`config.mk`:
```
export PLATFORM = sky130hd
export DESIGN_NAME = dac_word_loader
export DESIGN_NICKNAME = d
export VERILOG_FILES = /design/src/rtl/dwl_pkg.sv /design/src/rtl/dwl_sync.sv /design/src/rtl/dwl_decode.sv /design/src/rtl/dwl_regs.sv /design/src/rtl/dac_word_loader.sv
export SDC_FILE = /design/constraint.sdc
export NUM_CORES = 1
export LEC_CHECK = 0
export BUFFER_PORTS_ARGS = -buffer_cell sky130_fd_sc_hd__buf_4
export CORE_MARGIN = 3
export CORE_UTILIZATION = 39
export CTS_CLUSTER_SIZE = 14
export DETAILED_ROUTE_END_ITERATION = 10
export PLACE_DENSITY_LB_ADDON = 0.2
export SYNTH_ARGS = -nofsm -noshare
export SYNTH_HDL_FRONTEND = slang
export SYNTH_SLANG_ARGS = --single-unit
```
`constraint.sdc`:
```
create_clock -name clk -period 1.6 [get_ports clk]
set_input_delay 0.32 -clock clk [delete_from_list [all_inputs] [get_ports clk]]
set_output_delay 0.32 -clock clk [all_outputs]
set_load 0.005 [all_outputs]
```
`src/rtl/dwl_pkg.sv`:
```
package dwl_pkg;

  // Strobe levels after synchronization, in the order they are packed.
  typedef struct packed {
    logic sel_hi_n;
    logic sel_lo_n;
    logic ld_n;
    logic wr_n;
  } strobe_t;

  localparam int STROBE_W = $bits(strobe_t);

  // Idle level of the strobe group: all inactive (high).
  localparam strobe_t STROBE_IDLE = '{sel_hi_n: 1'b1, sel_lo_n: 1'b1, ld_n: 1'b1, wr_n: 1'b1};

endpackage

```
`src/rtl/dwl_sync.sv`:
```
module dwl_sync #(
  parameter int              WIDTH   = 4,
  parameter int              STAGES  = 2,
  parameter logic [WIDTH-1:0] RST_VAL = '0
) (
  input  logic             clk,
  input  logic             rst,
  input  logic [WIDTH-1:0] d,
  output logic [WIDTH-1:0] q
);

  logic [WIDTH-1:0] stg [STAGES];

  generate
    for (genvar i = 0; i < STAGES; i++) begin : g_stage
      if (i == 0) begin : g_first
        always_ff @(posedge clk) begin
          if (rst) stg[i] <= RST_VAL;
          else     stg[i] <= d;
        end
      end else begin : g_next
        always_ff @(posedge clk) begin
          if (rst) stg[i] <= RST_VAL;
          else     stg[i] <= stg[i-1];
        end
      end
    end
  endgenerate

  assign q = stg[STAGES-1];

endmodule

```
`src/rtl/dwl_decode.sv`:
```
module dwl_decode
  import dwl_pkg::*;
(
  input  strobe_t strb,
  output logic    wr_hi,
  output logic    wr_lo,
  output logic    ld
);

  logic wr_act;

  always_comb begin
    wr_act = ~strb.wr_n;
    wr_hi  = wr_act & ~strb.sel_hi_n;
    wr_lo  = wr_act & ~strb.sel_lo_n;
    ld     = ~strb.ld_n;
  end

endmodule

```
`src/rtl/dwl_regs.sv`:
```
module dwl_regs #(
  parameter int CODE_W = 14,
  parameter int LO_W   = 8
) (
  input  logic              clk,
  input  logic              rst,
  input  logic [CODE_W-1:0] bus,
  input  logic              wr_hi,
  input  logic              wr_lo,
  input  logic              ld,
  output logic [CODE_W-1:0] dac_q
);

  localparam int HI_W = CODE_W - LO_W;

  logic [HI_W-1:0] hi_q, hi_nx;
  logic [LO_W-1:0] lo_q, lo_nx;

  // A write in the same clock is applied before the transfer.
  always_comb begin
    hi_nx = wr_hi ? bus[CODE_W-1:LO_W] : hi_q;
    lo_nx = wr_lo ? bus[LO_W-1:0]      : lo_q;
  end

  always_ff @(posedge clk) begin
    if (rst) begin
      hi_q  <= '0;
      lo_q  <= '0;
      dac_q <= '0;
    end else begin
      hi_q <= hi_nx;
      lo_q <= lo_nx;
      if (ld) dac_q <= {hi_nx, lo_nx};
    end
  end

  // reset clears every stage
  p_reset_clear_r1: assert property (@(posedge clk)
    rst |=> (dac_q == '0 && hi_q == '0 && lo_q == '0));

  // without load the DAC register holds
  p_dac_hold_r7: assert property (@(posedge clk) disable iff (rst)
    !ld |=> $stable(dac_q));

  // upper half changes only on its own write
  p_hi_hold_r2: assert property (@(posedge clk) disable iff (rst)
    !wr_hi |=> $stable(hi_q));

  // lower half changes only on its own write
  p_lo_hold_r3: assert property (@(posedge clk) disable iff (rst)
    !wr_lo |=> $stable(lo_q));

  // all strobes active passes the bus straight through
  p_transparent_r6: assert property (@(posedge clk) disable iff (rst)
    (ld && wr_hi && wr_lo) |=> (dac_q == $past(bus)));

  // a plain load copies the held input registers
  p_load_copy_r5: assert property (@(posedge clk) disable iff (rst)
    (ld && !wr_hi && !wr_lo) |=> (dac_q == {$past(hi_q), $past(lo_q)}));

  // a load alongside an upper write carries the new upper half
  p_load_priority_r8: assert property (@(posedge clk) disable iff (rst)
    (ld && wr_hi) |=> (dac_q[CODE_W-1:LO_W] == $past(bus[CODE_W-1:LO_W])));

endmodule

```
`src/rtl/dac_word_loader.sv`:
```
module dac_word_loader
  import dwl_pkg::*;
#(
  parameter int CODE_W      = 14,
  parameter int LO_W        = 8,
  parameter int SYNC_STAGES = 2
) (
  input  logic              clk,
  input  logic              rst,
  input  logic [CODE_W-1:0] bus_data,
  input  logic              sel_hi_n,
  input  logic              sel_lo_n,
  input  logic              wr_n,
  input  logic              ld_n,
  output logic [CODE_W-1:0] dac_code
);

  strobe_t           strb_raw, strb_s;
  logic [CODE_W-1:0] bus_s;
  logic              wr_hi, wr_lo, ld;

  always_comb begin
    strb_raw.sel_hi_n = sel_hi_n;
    strb_raw.sel_lo_n = sel_lo_n;
    strb_raw.ld_n     = ld_n;
    strb_raw.wr_n     = wr_n;
  end

  // Strobes and data share one synchronizer depth so they stay aligned.
  dwl_sync #(
    .WIDTH  (STROBE_W),
    .STAGES (SYNC_STAGES),
    .RST_VAL(STROBE_IDLE)
  ) u_sync_strb (
    .clk(clk),
    .rst(rst),
    .d  (strb_raw),
    .q  (strb_s)
  );

  dwl_sync #(
    .WIDTH  (CODE_W),
    .STAGES (SYNC_STAGES),
    .RST_VAL('0)
  ) u_sync_bus (
    .clk(clk),
    .rst(rst),
    .d  (bus_data),
    .q  (bus_s)
  );

  dwl_decode u_decode (
    .strb (strb_s),
    .wr_hi(wr_hi),
    .wr_lo(wr_lo),
    .ld   (ld)
  );

  dwl_regs #(
    .CODE_W(CODE_W),
    .LO_W  (LO_W)
  ) u_regs (
    .clk  (clk),
    .rst  (rst),
    .bus  (bus_s),
    .wr_hi(wr_hi),
    .wr_lo(wr_lo),
    .ld   (ld),
    .dac_q(dac_code)
  );

endmodule

```
## Yosys cells after proc, flatten, opt, wreduce, memory -nomap -nowiden

Memories as Yosys holds them, arrays and structs flattened.
Cells that the tools add are included.

- Logic and storage cells: 23
- Register bits: 28
- Memories: 2
- Output and inout bits: 14
- Latch bits: 0
- Bits in writable memories: 36
- ROM bits: 0
- Input port bits: 20

- Add/sub/neg operators: 0
- Reductions and logical operators: 0
- Shifts and indexed selects: 0
- Order comparisons: 0
- Mux-type cells: 9
- Divide/modulo/power cells: 0
- Bitwise logic cells: 9
- $mul: 0
- Equal/unequal tests: 0

Memory list:

| memory | words | bits a word | rd ports | clocked after memory_dff | write ports | line | text |
|---|---|---|---|---|---|---|---|
| u_sync_bus.stg | 2 | 14 | 2 | 0 | 2 | dwl_sync.sv:12 | `logic [WIDTH-1:0] stg [STAGES];` |
| u_sync_strb.stg | 2 | 4 | 2 | 0 | 2 | dwl_sync.sv:12 |  |

Operators with widths:

| kind | count |
|---|---|
| 2-to-1 mux 14 bit | 2 |
| 2-to-1 mux 4 bit | 2 |
| 2-to-1 mux 8 bit | 1 |
| 2-to-1 mux 6 bit | 1 |
| OR 1 bit | 4 |
| 2-to-1 mux 1 bit | 3 |
| NOT 1 bit | 3 |
| AND 1 bit | 2 |

## Logic depth before layout (Yosys ltp)

Gate-level depths: netlist of the first run.

- Word-level depth: 3
- Gate-level depth with buffers: 3
- Mapped depth without buffers: 2

## Hierarchy

From an unflattened synthesis of the first run, not the netlist that was laid out.

- Cell total of the unflattened synthesis: 169
- Area total of the unflattened synthesis: 1,968.1 µm²

Modules (own cells, without submodules):

| module | sequential area each (µm²) | cells an instance | area each (µm²) | times used |
|---|---|---|---|---|
| dwl_regs | 560.5 | 92 | 968.4 | 1 |
| dwl_sync at u_sync_bus | 560.5 | 58 | 778.2 | 1 |
| dwl_sync at u_sync_strb | 160.2 | 16 | 210.2 | 1 |
| dwl_decode | 0.0 | 3 | 11.3 | 1 |

## Worst setup path before layout of the first run

Ideal clock, no wire load.

- Path type: register -> register
- From: memory u_sync_strb.stg[4][2], in the netlist u_sync_strb.stg[1][2]
- To: register u_regs.dac_q[6]
- Path buffers: 1
- Stages on the path, launching flop included: 4
- Data arrival time: 1.088 ns
- Setup time: 0.088 ns
- Required time: 1.512 ns
- Path slack: 0.424 ns
- Clock period less this slack: 1.176 ns
- Path through: dfxtp_1 -> buf_2 -> or3b_4 -> a311oi_2

RTL lines:

| what | line | text |
|---|---|---|
| start, declared | dwl_sync.sv:12 |  |
| end signal, assigned | dwl_regs.sv:33 | `if (ld) dac_q <= {hi_nx, lo_nx};` |
| end, declared | dwl_regs.sv:11 | `output logic [CODE_W-1:0] dac_q` |

==> run_results.csv, run 1 <==
group,metric,value,unit
run_status,status,"completed",
pwr,swShare,21.21,%
sta,drv_slew,0,
route,num_vias,1328,
route,finalWirelength,3233,um
layout,drive_gt1_share,29.68,%
sta,tns,0,ns
clock_tree,cts_root_buf,"clkbuf_8",
worst_setup_path,crit_required,1.83,ns
worst_setup_path,cp_cell_sequence,"inv_1 -> a311oi_1",
sta,slew_headroom,59.17,%
synthesis,ys_ff_latch,64,
grt,grt_use_total,11.44,%
floorplanning,fp.dieW,79.15,um
synthesis,netlist.area_leader.share,61.39,%
floorplanning,start_util,42.23,%
grt,grt_max_degree,65,
layout,seq_area,0.001282,mm2
synthesis,mappedNetlistArea,0.002087,mm2
worst_setup_path,path_class,"flop to flop",
synthesis,yosys.area_share.simple,21.10,%
synthesis,synth_area_leaders,"dfxtp_1, nor2b_1, or3b_1",
grt,grt_pass1_vias,1215,
floorplanning,num_rows,25,
pwr,p_seq_share,56.0,%
sta,post-route-min-period,1.389,ns
sta,max_freq,719.8,MHz
placement,dp_cells,271,
floorplanning,ios,34,
sta,finalClockSkew,0.005406,ns
placement,portBuffers,33,
synthesis,synth_adder_area_share,0,%
synthesis,synth_nets,204,
worst_setup_path,critPathCaptureType,"flop",
grt,grt_antenna_before_repair,0,
grt,grt_overflow,0,
worst_setup_path,crit_slowest_cell,"dfxtp_1",
pwr,powerDensity,1191,mW/mm2
layout,stdcell_count,286,
clock_tree,htree_levels,3,
pwr,power_frac_comb,5.2,%
pwr,internal_power,2375,uW
floorplanning,die-area,0.006265,mm2
worst_setup_path,critPathMaxStageDelay,0.58,ns
clock_tree,cts_tree,"done",
placement,globalplace.congestion,0.7130,
route,ant_nets,0,
floorplanning,die_h,79.15,um
synthesis,ys_types,14,
worst_setup_path,critPathLaunchType,"flop",
placement,place_area,0.002357,mm2
pwr,pwr-share-clk,38.9,%
layout,design_area,0.002530,mm2
synthesis,synth_seq_area_share,61.39,%
synthesis,synthMuxAreaShare,0,%
sta,hold_ws,0.1806,ns
route,drcViolationCount,0,
sta,setup_violations,0,
pwr,p_leak,0.0009543,uW
hold_path,min_path_type,"primary input to flop",
sta,hold_viol,0,
clock_tree,clk_latency,0.32,ns
synthesis,synth_cells,184,
route,drt_iter0_markers,99,
layout,antenna_cells,0,
clock_tree,clk_path_buf_depth,2,
layout,layout_common_cells,"dfxtp_1, nor2b_1, buf_4",
layout,area_growth,21.22,%
sta,worst_slew_pin_slew,0.6125,ns
pwr,ir_worst_vdd,0.0006645,V
floorplanning,core,0.004942,mm2
sta,rsz0062_at_grt,"no",
clock_tree,cts_sinks,64,
layout,nNetsFinal,235,
grt,grt_pass1_wl,5478,um
clock_tree,cts.reportedPaths.clkPinSlew,0.06,ns
synthesis,synth_top_family_by_area,"simple AND/OR/NAND/NOR gates",
synthesis,yosysWarningCount,0,
synthesis,syn_avg_cell_area,11.34,um2
synthesis,synth_compound_area_share,14.39,%
synthesis,synth_xor_area_share,0,%
placement,dp_hpwl,2092,um
layout,final_common_cell,"dfxtp_1",
route,drt-pass1-iter-count,4,
sta,period_share,86.83,%
worst_setup_path,cp.arrival,1.61,ns
worst_setup_path,cp_max_fo,15,
clock_tree,cts_buffers,9,
pwr,p_sw,639.2,uW
synthesis,yosys.area.top_type,"dfxtp_1",
layout,multi_input_area,740.7,um2
clock_tree,postCtsSetupBuffers,0,
route,post_drt_via_cell_ratio,4.643,
route,routedWlPerCell,11.30,um
flow_run,maxCapViolCount,0,
layout,final.fill_count,476,
## cells in the mapped netlist
library cell / instances
inv_1: 1
a311oi_2: 6
buf_1: 1
nor2b_1: 42
buf_2: 4
dfxtp_1: 64
or3b_1: 12
buf_6: 1
a21oi_1: 14
or2_2: 8
o21ai_1: 14
clkbuf_1: 7
or3b_4: 2
a311oi_1: 8
## power groups by stage
stage	clock [uW]	combinational [uW]	sequential (uW)
2_1_floorplan	0	100	1710
3_3_place_gp	0	154	1720
3_5_place_dp	0	157	1720
4_1_cts	1200	158	1690
5_1_grt	1270	172	1700
6_report	1170	156	1690
## cells by family (layout without fill, tap and decap cells)
family,after synthesis,in the layout
compound gates,42,42
flops,64,64
simple gates,64,64
buf+inv,14,49
## repair_timing
item	CTS	global route
setup endpoints to repair	0	1
hold buffers	0	0
gates resized for setup	0	1
## flip-flops by register name, summed over array words and instances, names as in the netlist
signal,flops
u_regs.hi_q,6
u_sync_bus.stg,28
u_regs.dac_q,14
u_regs.lo_q,8
u_sync_strb.stg,8
## layout make-up
type,instances,share of cell area [%]
Tap cell,67,3.314
Sequential cell,64,50.69
Clock inverter,4,0.7913
Timing Repair Buffer,33,9.792
Inverter,1,0.1484
Clock buffer,11,5.984
Multi-Input combinational cell,106,29.28
## metrics by stage
step	total power [uW]	setup WS [ns]	util, %
5_1_grt	3143	0.01033	51.19
3_5_place_dp	1882	0.1498	47.70
4_1_cts	3051	0.1418	51.16
6_report	3014	0.2107	51.19
3_3_place_gp	1875	0.2403	47.70
2_1_floorplan	1807	0.4236	-
## worst max-delay path: cells and delay by family (launching register included)
kind,cells,cell delay [ns]
flip-flops,1,0.58
AO/OA/AOI/OAI,1,0.32
buffers and inverters,1,0.39
## metal layers
| metal | vias to the layer above | share of wire (%) | track usage [%] |
|---|---|---|---|
| met5 | - | 0 | 0 |
| met4 | 0 | 0.71 | 4.639 |
| met3 | 2 | 7.8 | 6.576 |
| met2 | 38 | 43 | 16.92 |
| met1 | 594 | 49 | 13.58 |
| li1 | 694 | - | - |
## path summary, 6_finish.rpt
check / start / end / depth (start not counted) / slack, ns
setup reg to reg: u_sync_strb.stg[1][1] / u_regs.dac_q[8] / 2 / 0.21
setup / recovery: u_sync_strb.stg[1][1] / u_regs.dac_q[8] / 2 / 0.21
hold / removal: wr_n / u_sync_strb.stg[0][0] / 2 / 0.18
hold reg to reg: u_sync_strb.stg[0][1] / u_sync_strb.stg[1][1] / 1 / 0.40
No activity file was read; power rests on OpenSTA's default activity.
==> run 2, diff against run 1 <==
CTS_BUF_LIST = sky130_fd_sc_hd__clkbuf_16   (was not set)
==> run 2 against run 1 <==
Core utilization rose by 1.6 points. Setup slack lost 0.014 ns. Clock power rose by 39%. Critical path depth did not move. Via count is 0.45% higher. Non-clock buffer count unchanged. Global-route usage rose by 0.31 points. Power grew 15%. Sequential power barely moved. Sequential cell count stayed put. Sequential share of layout area shrank 1.6 points. Maximum frequency down 0.99%.
==> run_results.csv, run 2 (same netlist as run 1, synthesis figures left out) <==
group,metric,value,unit
pwr,powerDensity,1331,mW/mm2
sta,tns,0,ns
grt,grt_antenna_before_repair,0,
clock_tree,clk_path_buf_depth,2,
layout,final.fill_count,455,
hold_path,min_path_type,"primary input to flop",
sta,period_share,87.70,%
worst_setup_path,r2r_slack,0.20,ns
clock_tree,cts_tree,"done",
floorplanning,die-area,0.006265,mm2
route,finalWirelength,3310,um
placement,dp_hpwl,2092,um
sta,hold_viol,0,
pwr,p_leak,0.0009892,uW
pwr,ir_worst_vdd,0.0008875,V
grt,grt_use_total,11.76,%
layout,antenna_cells,0,
grt,met2_usage,16.92,%
floorplanning,fp.dieW,79.15,um
clock_tree,htree_levels,3,
route,post_drt_via_cell_ratio,4.664,
grt,met3_usage,5.556,%
floorplanning,ios,34,
route,routedWlPerCell,11.57,um
sta,drv_slew,0,
layout,area_growth,25.12,%
worst_setup_path,critPathCaptureType,"flop",
route,drt-pass1-iter-count,4,
grt,grt_pass1_wl,5568,um
grt,use_met1,13.87,%
sta,post-route-min-period,1.403,ns
sta,hold_ws,0.1857,ns
floorplanning,num_rows,25,
route,ant_nets,0,
sta,setup_violations,0,
layout,largest-register,"u_sync_bus.stg",
route,drt_iter0_markers,115,
worst_setup_path,cp_max_fo,15,
sta,finalClockSkew,0.006325,ns
floorplanning,die_h,79.15,um
worst_setup_path,crit_required,1.82,ns
layout,largest_register_ffs,28,
grt,busiest_layer,"met2",
placement,globalplace.congestion,0.7130,
layout,reg_top3,"u_sync_bus.stg x28, u_regs.dac_q x14",
worst_setup_path,cp.arrival,1.63,ns
clock_tree,clk_latency,0.32,ns
clock_tree,cts.reportedPaths.clkPinSlew,0.05,ns
route,drcViolationCount,0,
layout,drive_gt1_share,28.77,%
grt,grt_max_degree,65,
pwr,finalPower,3476,uW
clock_tree,cts_buffers,9,
worst_setup_path,critPathLaunchType,"flop",
clock_tree,cts_root_buf,"clkbuf_16",
floorplanning,start_util,42.23,%
placement,portBuffers,33,
run_status,status,"completed",
flow_run,maxCapViolCount,0,
sta,rsz0062_at_grt,"no",
layout,layout_common_cells,"dfxtp_1, nor2b_1, buf_4",
worst_setup_path,path_class,"flop to flop",
layout,final_common_cell,"dfxtp_1",
sta,max_freq,712.7,MHz
sta,worst_slew_pin_slew,0.6133,ns
sta,slew_headroom,59.12,%
floorplanning,core,0.004942,mm2
grt,grt_overflow,0,
grt,grt_pass1_vias,1229,
route,num_vias,1334,
clock_tree,cts_sinks,64,
layout,nNetsFinal,235,
run 2: cell count changes in the layout (fill, tap and decap cells not counted), sizes merged:
cell / delta
clkbuf: -2
clkinv: +2
run 2: per-stage QoR:
step | setup WS [ns] | utilization (%) | std cells | instance area, um2
CTS | 0.1331 | 52.81 | 286 | 2610
global route | 0.01030 | 52.84 | 286 | 2611
detailed placement | 0.1498 | 47.70 | 271 | 2357
global placement | 0.2403 | 47.70 | 271 | 2357
finish | 0.1968 | 52.84 | 286 | 2611
floorplan | 0.4236 | - | 184 | 2087
run 2: final timing paths:
| check | depth (start not counted) | from | end |
|---|---|---|---|
| worst max-delay path | 2 | u_sync_strb.stg[1][1] | u_regs.dac_q[8] |
| worst min-delay path | 2 | wr_n | u_sync_strb.stg[0][0] |
| worst max register to register | 2 | u_sync_strb.stg[1][1] | u_regs.dac_q[8] |
| worst min register to register | 1 | u_sync_strb.stg[0][1] | u_sync_strb.stg[1][1] |
run 2: routing by layer:
layer  vias to the layer above  part of all wire (%)
met3                         6                   5.7
li1                        693                     -
met5                         -                     0
met2                        33                    43
met1                       602                    49
met4                         0                   2.1
run 2: what timing repair did:
item | CTS | global route
hold buffers | 0 | 0
gates resized for setup | 0 | 1
buffers inserted | 0 | 0
setup endpoints to repair | 0 | 1
run 2: report_power, final:
group | switching, uW | leakage, uW | internal (uW)
Sequential | 34.0 | 0.000525 | 1660
Clock | 616 | 0.000130 | 1010
Combinational | 61.3 | 0.000335 | 94.4
Total | 712 | 0.000989 | 2760
run 2: critical path: stages, from the launching register on:
cell and delay, ns:
dfxtp_1 0.59, inv_1 0.39, a311oi_1 0.32
run 2: layout make-up:
class	count	area, um2	area share (%)
Clock inverter	6	27.53	1.054
Timing Repair Buffer	33	247.7	9.487
Multi-Input combinational cell	106	740.7	28.37
Inverter	1	3.754	0.1437
Sequential cell	64	1282	49.11
Clock buffer	9	225.2	8.625
Tap cell	67	83.83	3.210
==> run 3, diff against run 2 <==
CORE_MARGIN = 2   (was 3)
==> run 3 against run 2 <==
Worst hold slack lost 0.0031 ns. First-iteration DRC count fell by 67%. Via count down 3.0%. Combinational power is essentially flat. Sequential cell count is the same. Clock power about the same.
==> run_results.csv, run 3 (same netlist as run 1, synthesis figures left out) <==
group,metric,value,unit
layout,stdcell_count,290,
worst_setup_path,critPathLaunchType,"flop",
placement,place_area,0.002361,mm2
route,drcViolationCount,0,
layout,area_growth,25.42,%
route,post_drt_via_cell_ratio,4.462,
layout,reg_top3,"u_sync_bus.stg x28, u_regs.dac_q x14",
grt,grt_use_total,11.38,%
worst_setup_path,critPathCaptureType,"flop",
pwr,swShare,20.46,%
worst_setup_path,cp_cell_sequence,"inv_1 -> a311oi_1",
worst_setup_path,cp.arrival,1.60,ns
floorplanning,ios,34,
route,drt_iter0_markers,38,
sta,tns,0,ns
placement,portBuffers,33,
floorplanning,die_h,77.15,um
worst_setup_path,r2r_slack,0.21,ns
worst_setup_path,crit_required,1.82,ns
route,drt-pass1-iter-count,4,
layout,nNetsFinal,235,
layout,antenna_cells,0,
sta,finalClockSkew,0.006198,ns
worst_setup_path,crit_slowest_cell,"dfxtp_1",
grt,grt_antenna_before_repair,0,
pwr,power_frac_comb,4.5,%
clock_tree,cts_buffers,9,
route,routedWlPerCell,11.07,um
layout,drive_gt1_share,28.18,%
grt,grt_pass1_wl,5126,um
sta,period_share,86.59,%
floorplanning,core,0.005140,mm2
worst_setup_path,path_class,"flop to flop",
flow_run,maxCapViolCount,0,
layout,layout_common_cells,"dfxtp_1, nor2b_1, buf_4",
route,ant_nets,0,
sta,drv_slew,0,
sta,slew_headroom,58.15,%
sta,hold_viol,0,
layout,design_area,0.002618,mm2
clock_tree,cts_sinks,64,
route,num_vias,1294,
placement,dp_cells,274,
grt,grt_max_degree,65,
layout,post-route-util,50.93,%
pwr,p_leak,0.0009922,uW
floorplanning,start_util,40.60,%
worst_setup_path,cp_max_fo,15,
clock_tree,cts_root_buf,"clkbuf_16",
layout,largest_register_ffs,28,
hold_path,min_path_type,"primary input to flop",
sta,worst_slew_pin_slew,0.6277,ns
pwr,ir_worst_vdd,0.0005547,V
pwr,p_seq_share,48.6,%
placement,dp_hpwl,1923,um
clock_tree,cts.reportedPaths.clkPinSlew,0.05,ns
sta,rsz0062_at_grt,"no",
pwr,pwr-share-clk,46.9,%
sta,hold_ws,0.1826,ns
route,finalWirelength,3209,um
layout,final.fill_count,481,
floorplanning,num_rows,26,
clock_tree,cts_tree,"done",
grt,grt_overflow,0,
pwr,powerDensity,1328,mW/mm2
worst_setup_path,critPathMaxStageDelay,0.57,ns
sta,setup_violations,0,
placement,globalplace.congestion,0.6696,
sta,post-route-min-period,1.385,ns
pwr,internal_power,2765,uW
clock_tree,clk_path_buf_depth,2,
grt,grt_pass1_vias,1153,
floorplanning,fp.dieW,77.15,um
layout,final_common_cell,"dfxtp_1",
sta,max_freq,721.8,MHz
layout,largest-register,"u_sync_bus.stg",
clock_tree,postCtsSetupBuffers,0,
clock_tree,clk_latency,0.32,ns
clock_tree,htree_levels,3,
pwr,p_sw,711.4,uW
run_status,status,"completed",
floorplanning,die-area,0.005952,mm2
[run 3: changes by cell type in the layout (fill, tap and decap cells not counted)]
cell,delta
clkinv_1,+1
clkinv_2,-1
inv_1,+1
[run 3: final timing paths]
kind / start / to / depth (start not counted)
worst max-delay path: u_sync_strb.stg[1][1] / u_regs.dac_q[9] / 2
worst min-delay path: sel_lo_n / u_sync_strb.stg[0][2] / 2
worst max register to register: u_sync_strb.stg[1][1] / u_regs.dac_q[9] / 2
worst min register to register: u_sync_strb.stg[0][2] / u_sync_strb.stg[1][2] / 1
[run 3: what timing repair did]
| item | CTS | global route |
|---|---|---|
| resized for setup | 0 | 1 |
| hold buffers | 0 | 0 |
| endpoints found under the setup margin | 0 | 2 |
[run 3: through the flow]
step / total power (uW) / worst slack (ns)
floorplan: 1807 / 0.4236
global placement: 1880 / 0.1894
detailed placement: 1882 / 0.1573
CTS: 3525 / 0.1481
global route: 3604 / 0.07520
finish: 3476 / 0.2146
[run 3: layer usage]
metal  wire length (um)  part of all wire, %  global-route usage, %  up-vias
li1                   -                    -                      -      696
met1               1601                   50                  13.23      563
met2               1357                   42                  16.17       27
met3                184                  5.7                  7.059        8
met4                 64                  2.0                  5.893        0
met5                  0                    0                      0        -
[run 3: final cells by class]
type	count	area, um2	share of cell area [%]
clock inverters	7	30.03	1.147
flip-flops and latches	64	1282	49.00
repair buffers	33	247.7	9.465
well taps	70	87.58	3.346
inverters	1	3.754	0.1434
multi-input cells	106	740.7	28.30
clock buffers	9	225.2	8.604
[run 3: critical path, delay by kind of cell (launching register included)]
kind | cells | cell delay, ns
flip-flops | 1 | 0.57
buffers and inverters | 1 | 0.39
AO/OA/AOI/OAI | 1 | 0.33
[run 3: power groups by stage]
stage	Sequential [uW]	Combinational (uW)	Clock (uW)
after floorplan	1710	100	0
after global placement	1720	157	0
after detailed placement	1720	158	0
after CTS	1690	158	1680
after global routing	1700	172	1730
final	1690	156	1630
